**config.mk**
```make
export PLATFORM = sky130hd
export DESIGN_NAME = xfer_req_hub
export DESIGN_NICKNAME = d
export VERILOG_FILES = /design/src/rtl/xrh_pkg.sv /design/src/rtl/xrh_sync.sv /design/src/rtl/xrh_creq_bank.sv /design/src/rtl/xrh_side_sel.sv /design/src/rtl/xfer_req_hub.sv
export SDC_FILE = /design/constraint.sdc
export NUM_CORES = 1
export LEC_CHECK = 0
export ABC_AREA = 0
export CORE_ASPECT_RATIO = 0.9
export CORE_MARGIN = 2
export CORE_UTILIZATION = 34
export CTS_BUF_LIST = sky130_fd_sc_hd__clkbuf_8
export CTS_CLUSTER_DIAMETER = 50
export DETAILED_ROUTE_END_ITERATION = 8
export PLACE_DENSITY = 0.79
export SLEW_MARGIN = 20
export SYNTH_ARGS = -nofsm -noshare
export SYNTH_HDL_FRONTEND = slang
export SYNTH_HIERARCHICAL = 1
export SYNTH_SLANG_ARGS = --single-unit
```
**constraint.sdc**
```tcl
create_clock -name clk -period 1.2 [get_ports clk]
set_clock_uncertainty 0.1 [all_clocks]
set_input_delay 0.24 -clock clk [delete_from_list [all_inputs] [get_ports clk]]
set_output_delay 0.24 -clock clk [all_outputs]
set_load 0.02 [all_outputs]
```
**src/rtl/xrh_pkg.sv**
```systemverilog
package xrh_pkg;

   // register offsets; the channel bit order 2x / 2x+1 is fixed by the engine
   localparam int unsigned XRH_OFS_CREQ = 0;
   localparam int unsigned XRH_OFS_LAST = 1;

   typedef enum logic [1:0] {
      SIDE_SW  = 2'd0,
      SIDE_HW  = 2'd1,
      SIDE_MEM = 2'd2
   } side_kind_e;

   // memory marking overrides the hardware select
   function automatic side_kind_e side_kind(input logic hw_sel, input logic is_mem);
      if (is_mem)      return SIDE_MEM;
      else if (hw_sel) return SIDE_HW;
      else             return SIDE_SW;
   endfunction

endpackage

```
**src/rtl/xrh_sync.sv**
```systemverilog
module xrh_sync #(
   parameter int unsigned WIDTH  = 8,
   parameter int unsigned STAGES = 2
) (
   input  logic             clk,
   input  logic             rst_n,
   input  logic [WIDTH-1:0] d,
   output logic [WIDTH-1:0] q
);

   logic [WIDTH-1:0] stg [STAGES];

   always_ff @(posedge clk or negedge rst_n) begin
      if (!rst_n) begin
         for (int s = 0; s < STAGES; s++) stg[s] <= '0;
      end else begin
         stg[0] <= d;
         for (int s = 1; s < STAGES; s++) stg[s] <= stg[s-1];
      end
   end

   assign q = stg[STAGES-1];

endmodule

```
**src/rtl/xrh_creq_bank.sv**
```systemverilog
module xrh_creq_bank #(
   parameter int unsigned SIDES = 8
) (
   input  logic             clk,
   input  logic             rst_n,
   input  logic             wr_hit,
   input  logic [SIDES-1:0] wbits,
   input  logic [SIDES-1:0] may_set,
   input  logic [SIDES-1:0] done,
   output logic [SIDES-1:0] q
);

   logic [SIDES-1:0] set_v;
   logic [SIDES-1:0] nxt;

   always_comb begin
      set_v = wr_hit ? (wbits & may_set) : '0;
      // completion dominates a simultaneous set
      nxt   = (q | set_v) & ~done;
   end

   always_ff @(posedge clk or negedge rst_n) begin
      if (!rst_n) q <= '0;
      else        q <= nxt;
   end

endmodule

```
**src/rtl/xrh_side_sel.sv**
```systemverilog
module xrh_side_sel
   import xrh_pkg::*;
#(
   parameter int unsigned SIDES = 8
) (
   input  logic [SIDES-1:0] side_en,
   input  logic [SIDES-1:0] hw_sel,
   input  logic [SIDES-1:0] is_mem,
   input  logic [SIDES-1:0] flowctl,
   input  logic [SIDES-1:0] sw_bit,
   input  logic [SIDES-1:0] hw_bit,
   input  logic [SIDES-1:0] last_bit,
   output logic [SIDES-1:0] req_o,
   output logic [SIDES-1:0] last_o
);

   for (genvar i = 0; i < SIDES; i++) begin : g_side
      side_kind_e kind;
      assign kind = side_kind(hw_sel[i], is_mem[i]);

      always_comb begin
         unique case (kind)
            SIDE_MEM: req_o[i] = side_en[i];
            SIDE_HW:  req_o[i] = side_en[i] & hw_bit[i];
            default:  req_o[i] = side_en[i] & sw_bit[i];
         endcase
         last_o[i] = (kind == SIDE_SW) & flowctl[i] & last_bit[i];
      end
   end

endmodule

```
**src/rtl/xfer_req_hub.sv**
```systemverilog
module xfer_req_hub
   import xrh_pkg::*;
#(
   parameter int unsigned NUM_CH      = 4,
   parameter int unsigned ADDR_W      = 2,
   parameter int unsigned DATA_W      = 32,
   parameter int unsigned SYNC_STAGES = 2,
   localparam int unsigned SIDES      = 2 * NUM_CH
) (
   input  logic              clk,
   input  logic              rst_n,
   input  logic              reg_wr,
   input  logic [ADDR_W-1:0] reg_addr,
   input  logic [SIDES-1:0]  reg_wdata,
   output logic [DATA_W-1:0] reg_rdata,
   input  logic [NUM_CH-1:0] ch_en,
   input  logic [SIDES-1:0]  side_hw_sel,
   input  logic [SIDES-1:0]  side_is_mem,
   input  logic [SIDES-1:0]  side_flowctl,
   input  logic [SIDES-1:0]  periph_req,
   input  logic [SIDES-1:0]  cmp_done,
   output logic [SIDES-1:0]  pend_req,
   output logic [SIDES-1:0]  pend_last
);

   // elaboration-time parameter checks
   if (NUM_CH < 1)        begin : g_bad_ch   $error("NUM_CH must be at least 1");        end
   if (ADDR_W < 1)        begin : g_bad_aw   $error("ADDR_W must be at least 1");        end
   if (DATA_W < SIDES)    begin : g_bad_dw   $error("DATA_W must cover 2*NUM_CH bits");  end
   if (SYNC_STAGES < 2)   begin : g_bad_sync $error("SYNC_STAGES must be at least 2");   end

   localparam logic [ADDR_W-1:0] OFS_CREQ = ADDR_W'(XRH_OFS_CREQ);
   localparam logic [ADDR_W-1:0] OFS_LAST = ADDR_W'(XRH_OFS_LAST);

   logic [SIDES-1:0] side_en;
   logic [SIDES-1:0] may_set;
   logic [SIDES-1:0] creq_q;
   logic [SIDES-1:0] last_q;
   logic [SIDES-1:0] hw_sync;
   logic             wr_creq;
   logic             wr_last;

   for (genvar i = 0; i < SIDES; i++) begin : g_en
      assign side_en[i] = ch_en[i/2];
      assign may_set[i] = ch_en[i/2] & ~side_hw_sel[i] & ~side_is_mem[i];
   end

   assign wr_creq = reg_wr && (reg_addr == OFS_CREQ);
   assign wr_last = reg_wr && (reg_addr == OFS_LAST);

   xrh_sync #(
      .WIDTH  (SIDES),
      .STAGES (SYNC_STAGES)
   ) u_sync (
      .clk   (clk),
      .rst_n (rst_n),
      .d     (periph_req),
      .q     (hw_sync)
   );

   xrh_creq_bank #(
      .SIDES (SIDES)
   ) u_bank (
      .clk     (clk),
      .rst_n   (rst_n),
      .wr_hit  (wr_creq),
      .wbits   (reg_wdata),
      .may_set (may_set),
      .done    (cmp_done),
      .q       (creq_q)
   );

   always_ff @(posedge clk or negedge rst_n) begin
      if (!rst_n)       last_q <= '0;
      else if (wr_last) last_q <= reg_wdata;
   end

   xrh_side_sel #(
      .SIDES (SIDES)
   ) u_sel (
      .side_en  (side_en),
      .hw_sel   (side_hw_sel),
      .is_mem   (side_is_mem),
      .flowctl  (side_flowctl),
      .sw_bit   (creq_q),
      .hw_bit   (hw_sync),
      .last_bit (last_q),
      .req_o    (pend_req),
      .last_o   (pend_last)
   );

   always_comb begin
      reg_rdata = '0;
      if (reg_addr == OFS_CREQ)      reg_rdata[SIDES-1:0] = creq_q;
      else if (reg_addr == OFS_LAST) reg_rdata[SIDES-1:0] = last_q;
   end

endmodule

```
==> metrics.txt <==
# TYPE chip_impl_metric gauge
chip_impl_info{name="status",value="finished with violations"} 1
chip_impl_info{name="violations",value="negative setup slack"} 1
chip_impl_info{name="hold_class",value="in -> async"} 1
chip_impl_metric{name="power_per_cell_area",unit="nW/um2"} 1080
chip_impl_info{name="path_cells",value="mux2_4 -> o21a_4 -> buf_6"} 1
chip_impl_metric{name="die_h",unit="um"} 70.5
chip_impl_metric{name="critical-path-max-stage-delay",unit="ns"} 0.39
chip_impl_metric{name="port_buffers",unit=""} 80
chip_impl_info{name="regToRegStartpoint",value="u_bank/q[5]"} 1
chip_impl_metric{name="globalRouteMet2Util",unit=""} 0.277
chip_impl_metric{name="fill_cells",unit=""} 417
chip_impl_metric{name="syn_inst",unit=""} 149
chip_impl_metric{name="grt_start_max_net_pins",unit=""} 33
chip_impl_metric{name="post_cts_hold_buffer_count",unit=""} 0
chip_impl_metric{name="period_share",unit=""} 1.35
chip_impl_metric{name="viasPerCell",unit=""} 4.39
chip_impl_metric{name="route.detailed.wl_per_inst",unit="um"} 13.2
chip_impl_metric{name="final_cells",unit=""} 318
chip_impl_info{name="worst-setup-path-type",value="reg -> out"} 1
chip_impl_metric{name="placed_cell_area",unit="um2"} 2640
chip_impl_metric{name="max-clock-path-buffers",unit=""} 2
chip_impl_metric{name="wire_length_of_the_first_global_routing_pass",unit="um"} 6610
chip_impl_metric{name="total_design_power",unit="W"} 0.00307
chip_impl_metric{name="total_leakage_power",unit="nW"} 1.37
chip_impl_metric{name="report.final.hold_viol_count",unit=""} 0
chip_impl_metric{name="critical_path_peak_fanout",unit=""} 2
chip_impl_metric{name="final_antenna_net_count",unit=""} 0
chip_impl_metric{name="io_pins",unit=""} 105
chip_impl_metric{name="post-synth-top-area-fraction",unit=""} 0.479
chip_impl_metric{name="worst-endpoint-arrival",unit="ns"} 1.28
chip_impl_metric{name="cp.buffers_inverters",unit=""} 1
chip_impl_metric{name="max_freq",unit="GHz"} 0.617
chip_impl_metric{name="fin_area",unit="um2"} 2830
chip_impl_metric{name="antenna_found_initial",unit=""} 0
chip_impl_info{name="critPathCaptureType",value="primary output"} 1
chip_impl_metric{name="yosysWarnings",unit=""} 6
chip_impl_metric{name="grt.met3_usage",unit=""} 0.0465
chip_impl_metric{name="synth-seq-cells",unit=""} 32
chip_impl_metric{name="drive_above_1_share",unit=""} 0.375
chip_impl_metric{name="place.gp.congestion",unit=""} 0.695
chip_impl_metric{name="clock_insertion_delay_at_the_later_pin_of_the_skew_report",unit="ns"} 0.28
chip_impl_metric{name="worst-r2r-setup-slack",unit="ns"} 0.17
chip_impl_metric{name="nets",unit=""} 309
chip_impl_metric{name="clock-sinks",unit=""} 32
chip_impl_metric{name="netlist-cell-type-count",unit=""} 15
chip_impl_metric{name="cts.htree.levels",unit=""} 2
chip_impl_metric{name="cts-buffers-inserted",unit=""} 5
chip_impl_info{name="final_cell_mix",value="sky130_fd_sc_hd__clkdlybuf4s50_1 (32), sky130_fd_sc_hd__dfrtp_1 (32), sky130_fd_sc_hd__buf_4 (32), sky130_fd_sc_hd__conb_1 (24), sky130_fd_sc_hd__dlygate4sd2_1 (23)"} 1
chip_impl_metric{name="fp.dieW",unit="um"} 77.9
chip_impl_metric{name="num_antenna_cells",unit=""} 0
chip_impl_metric{name="route.final.wire_length",unit="um"} 4200
chip_impl_metric{name="synth_area",unit="um2"} 1670
chip_impl_metric{name="clk_pin_slew",unit="ns"} 0.07
chip_impl_metric{name="floorplan.core_area",unit="um2"} 4770
chip_impl_info{name="setup.worst_path.start_class",value="flop"} 1
chip_impl_info{name="root_buffer",value="sky130_fd_sc_hd__clkbuf_8"} 1
chip_impl_info{name="cts_tree",value="built"} 1
chip_impl_metric{name="dieArea",unit="um2"} 5490
chip_impl_metric{name="worst_ir_drop_vdd",unit="uV"} 742
chip_impl_metric{name="area_added_between_synthesis_and_finish",unit="%"} 69.1
chip_impl_metric{name="postLayoutSetupSlackWorst",unit="ns"} -0.421
chip_impl_metric{name="min_period",unit="ns"} 1.62
chip_impl_metric{name="max-cap-violations",unit=""} 0
chip_impl_info{name="yosys-top-cells-area",value="sky130_fd_sc_hd__dfrtp_1 (48%), sky130_fd_sc_hd__buf_4 (14%), sky130_fd_sc_hd__mux2_1 (5.4%)"} 1
chip_impl_metric{name="fin_tns_setup",unit="ns"} -6.49
chip_impl_metric{name="detailed_route_iter0_violations",unit=""} 33
chip_impl_metric{name="met1_usage",unit=""} 0.182
chip_impl_metric{name="synth-seq-area-share",unit=""} 0.479
chip_impl_metric{name="syn_avg_cell_area",unit="um2"} 11.2
chip_impl_metric{name="placement_rows",unit=""} 24
chip_impl_metric{name="setup_violations",unit=""} 24
chip_impl_info{name="cpLargestDelayFamily",value="flip-flops"} 1
chip_impl_metric{name="place_hpwl",unit="um"} 3080
chip_impl_metric{name="timing.reg2reg.worst_path_depth",unit=""} 4
chip_impl_info{name="critical_path.reg2reg.endpoint",value="u_bank/q[5]"} 1
chip_impl_metric{name="cp.required",unit="ns"} 0.86
chip_impl_metric{name="numPlacedInstances",unit=""} 305
chip_impl_info{name="critical_path.slowest_cell",value="sky130_fd_sc_hd__dfrtp_1"} 1
chip_impl_metric{name="remaining_drc_errors",unit=""} 0
chip_impl_metric{name="drt_first_pass_iters",unit=""} 4
chip_impl_metric{name="start_util",unit=""} 0.350
chip_impl_metric{name="slew_viol_final",unit=""} 0
chip_impl_info{name="grt-busiest-layer",value="met2"} 1
chip_impl_metric{name="globalRouteTotalUtil",unit=""} 0.157
chip_impl_info{name="synth_largest_area_cell",value="sky130_fd_sc_hd__dfrtp_1"} 1
chip_impl_info{name="setup_repair_after_global_routing_missed_its_margin",value="yes"} 1
chip_impl_metric{name="detailed_route_via_count",unit=""} 1396
chip_impl_metric{name="multi_input_area",unit="um2"} 828
chip_impl_metric{name="final-seq-area",unit="um2"} 801
chip_impl_metric{name="grt_pass1_vias",unit=""} 1424
chip_impl_metric{name="globalRoute.totalOverflow",unit=""} 0
-- cell type report --
type	instances	area share
tap	65	0.0288
clock inverter	1	0.0106
clock buffer	7	0.0341
sequential	32	0.283
timing repair buffer	108	0.350
multi-input combinational	105	0.293
-- power by group --
part	internal, W	switching [W]
sequential	0.00116	0.0000501
clock	0.000732	0.000382
combinational	0.000408	0.000333
total	0.00230	0.000765
-- per-layer routing --
layer | share of wire | vias to the layer above
met2 | 0.52 | 54
li1 | - | 668
met3 | 0.064 | 5
met5 | 0 | -
met1 | 0.41 | 669
met4 | 0.010 | 0
-- cell families (layout without fill, tap and decap cells) --
kind of cell / count (synthesis) / in the layout / synth area share
buffers and inverters: 35 / 116 / 0.164
multiplexers: 24 / 24 / 0.156
other: 1 / 24 / 0.00225
flip-flops: 32 / 32 / 0.479
AO/OA/AOI/OAI: 16 / 16 / 0.0659
AND/OR/NAND/NOR: 41 / 41 / 0.133
-- how the worst max path moves through the flow --
stage                    from          end  slack, ns  depth (start not counted)
6_report          u_bank/q[1]  pend_req[1]      -0.42                          3
5_1_grt           u_bank/q[1]  pend_req[1]      -0.45                          3
4_1_cts           u_bank/q[3]  pend_req[3]      -0.41                          3
3_5_place_dp   side_hw_sel[2]  pend_req[2]      -0.96                          4
3_3_place_gp   side_hw_sel[2]  pend_req[2]      -0.94                          4
2_1_floorplan     u_sync/q[0]  pend_req[0]      -0.08                          3
-- what timing repair did --
| action | 4_1_cts | 5_1_grt |
|---|---|---|
| resized for setup | 167 | 15 |
| gates cloned | 0 | 0 |
| buffers inserted | 5 | 4 |
| pin swaps | 18 | 7 |
| setup endpoints to repair | 40 | 33 |
| endpoints found under the hold margin | 0 | 0 |
-- cell usage after synthesis --
| master | number |
|---|---|
| sky130_fd_sc_hd__mux2_2 | 8 |
| sky130_fd_sc_hd__nand3b_4 | 1 |
| sky130_fd_sc_hd__mux2i_1 | 8 |
| sky130_fd_sc_hd__buf_6 | 3 |
| sky130_fd_sc_hd__nor2_1 | 16 |
| sky130_fd_sc_hd__and4bb_2 | 1 |
| sky130_fd_sc_hd__nand2_1 | 7 |
| sky130_fd_sc_hd__mux2_1 | 8 |
| sky130_fd_sc_hd__a31oi_1 | 8 |
| sky130_fd_sc_hd__nor3b_1 | 9 |
| sky130_fd_sc_hd__buf_4 | 32 |
| sky130_fd_sc_hd__nor3_1 | 7 |
| sky130_fd_sc_hd__conb_1 | 1 |
| sky130_fd_sc_hd__dfrtp_1 | 32 |
| sky130_fd_sc_hd__o21a_1 | 8 |
-- state kept, by name, summed over array words and instances (netlist names) --
name        cells
u_sync/stg      8
u_bank/q        8
last_q          8
u_sync/q        8
-- metrics by stage --
step           setup slack (ns)  hold WS, ns   util
2_1_floorplan           -0.0789       -0.156      -
3_3_place_gp             -0.939        0.233  0.553
3_5_place_dp             -0.960        0.236  0.553
4_1_cts                  -0.413        0.222  0.579
5_1_grt                  -0.449        0.237  0.592
6_report                 -0.421        0.223  0.592
Note: power is estimated with default switching activity, not from simulation.
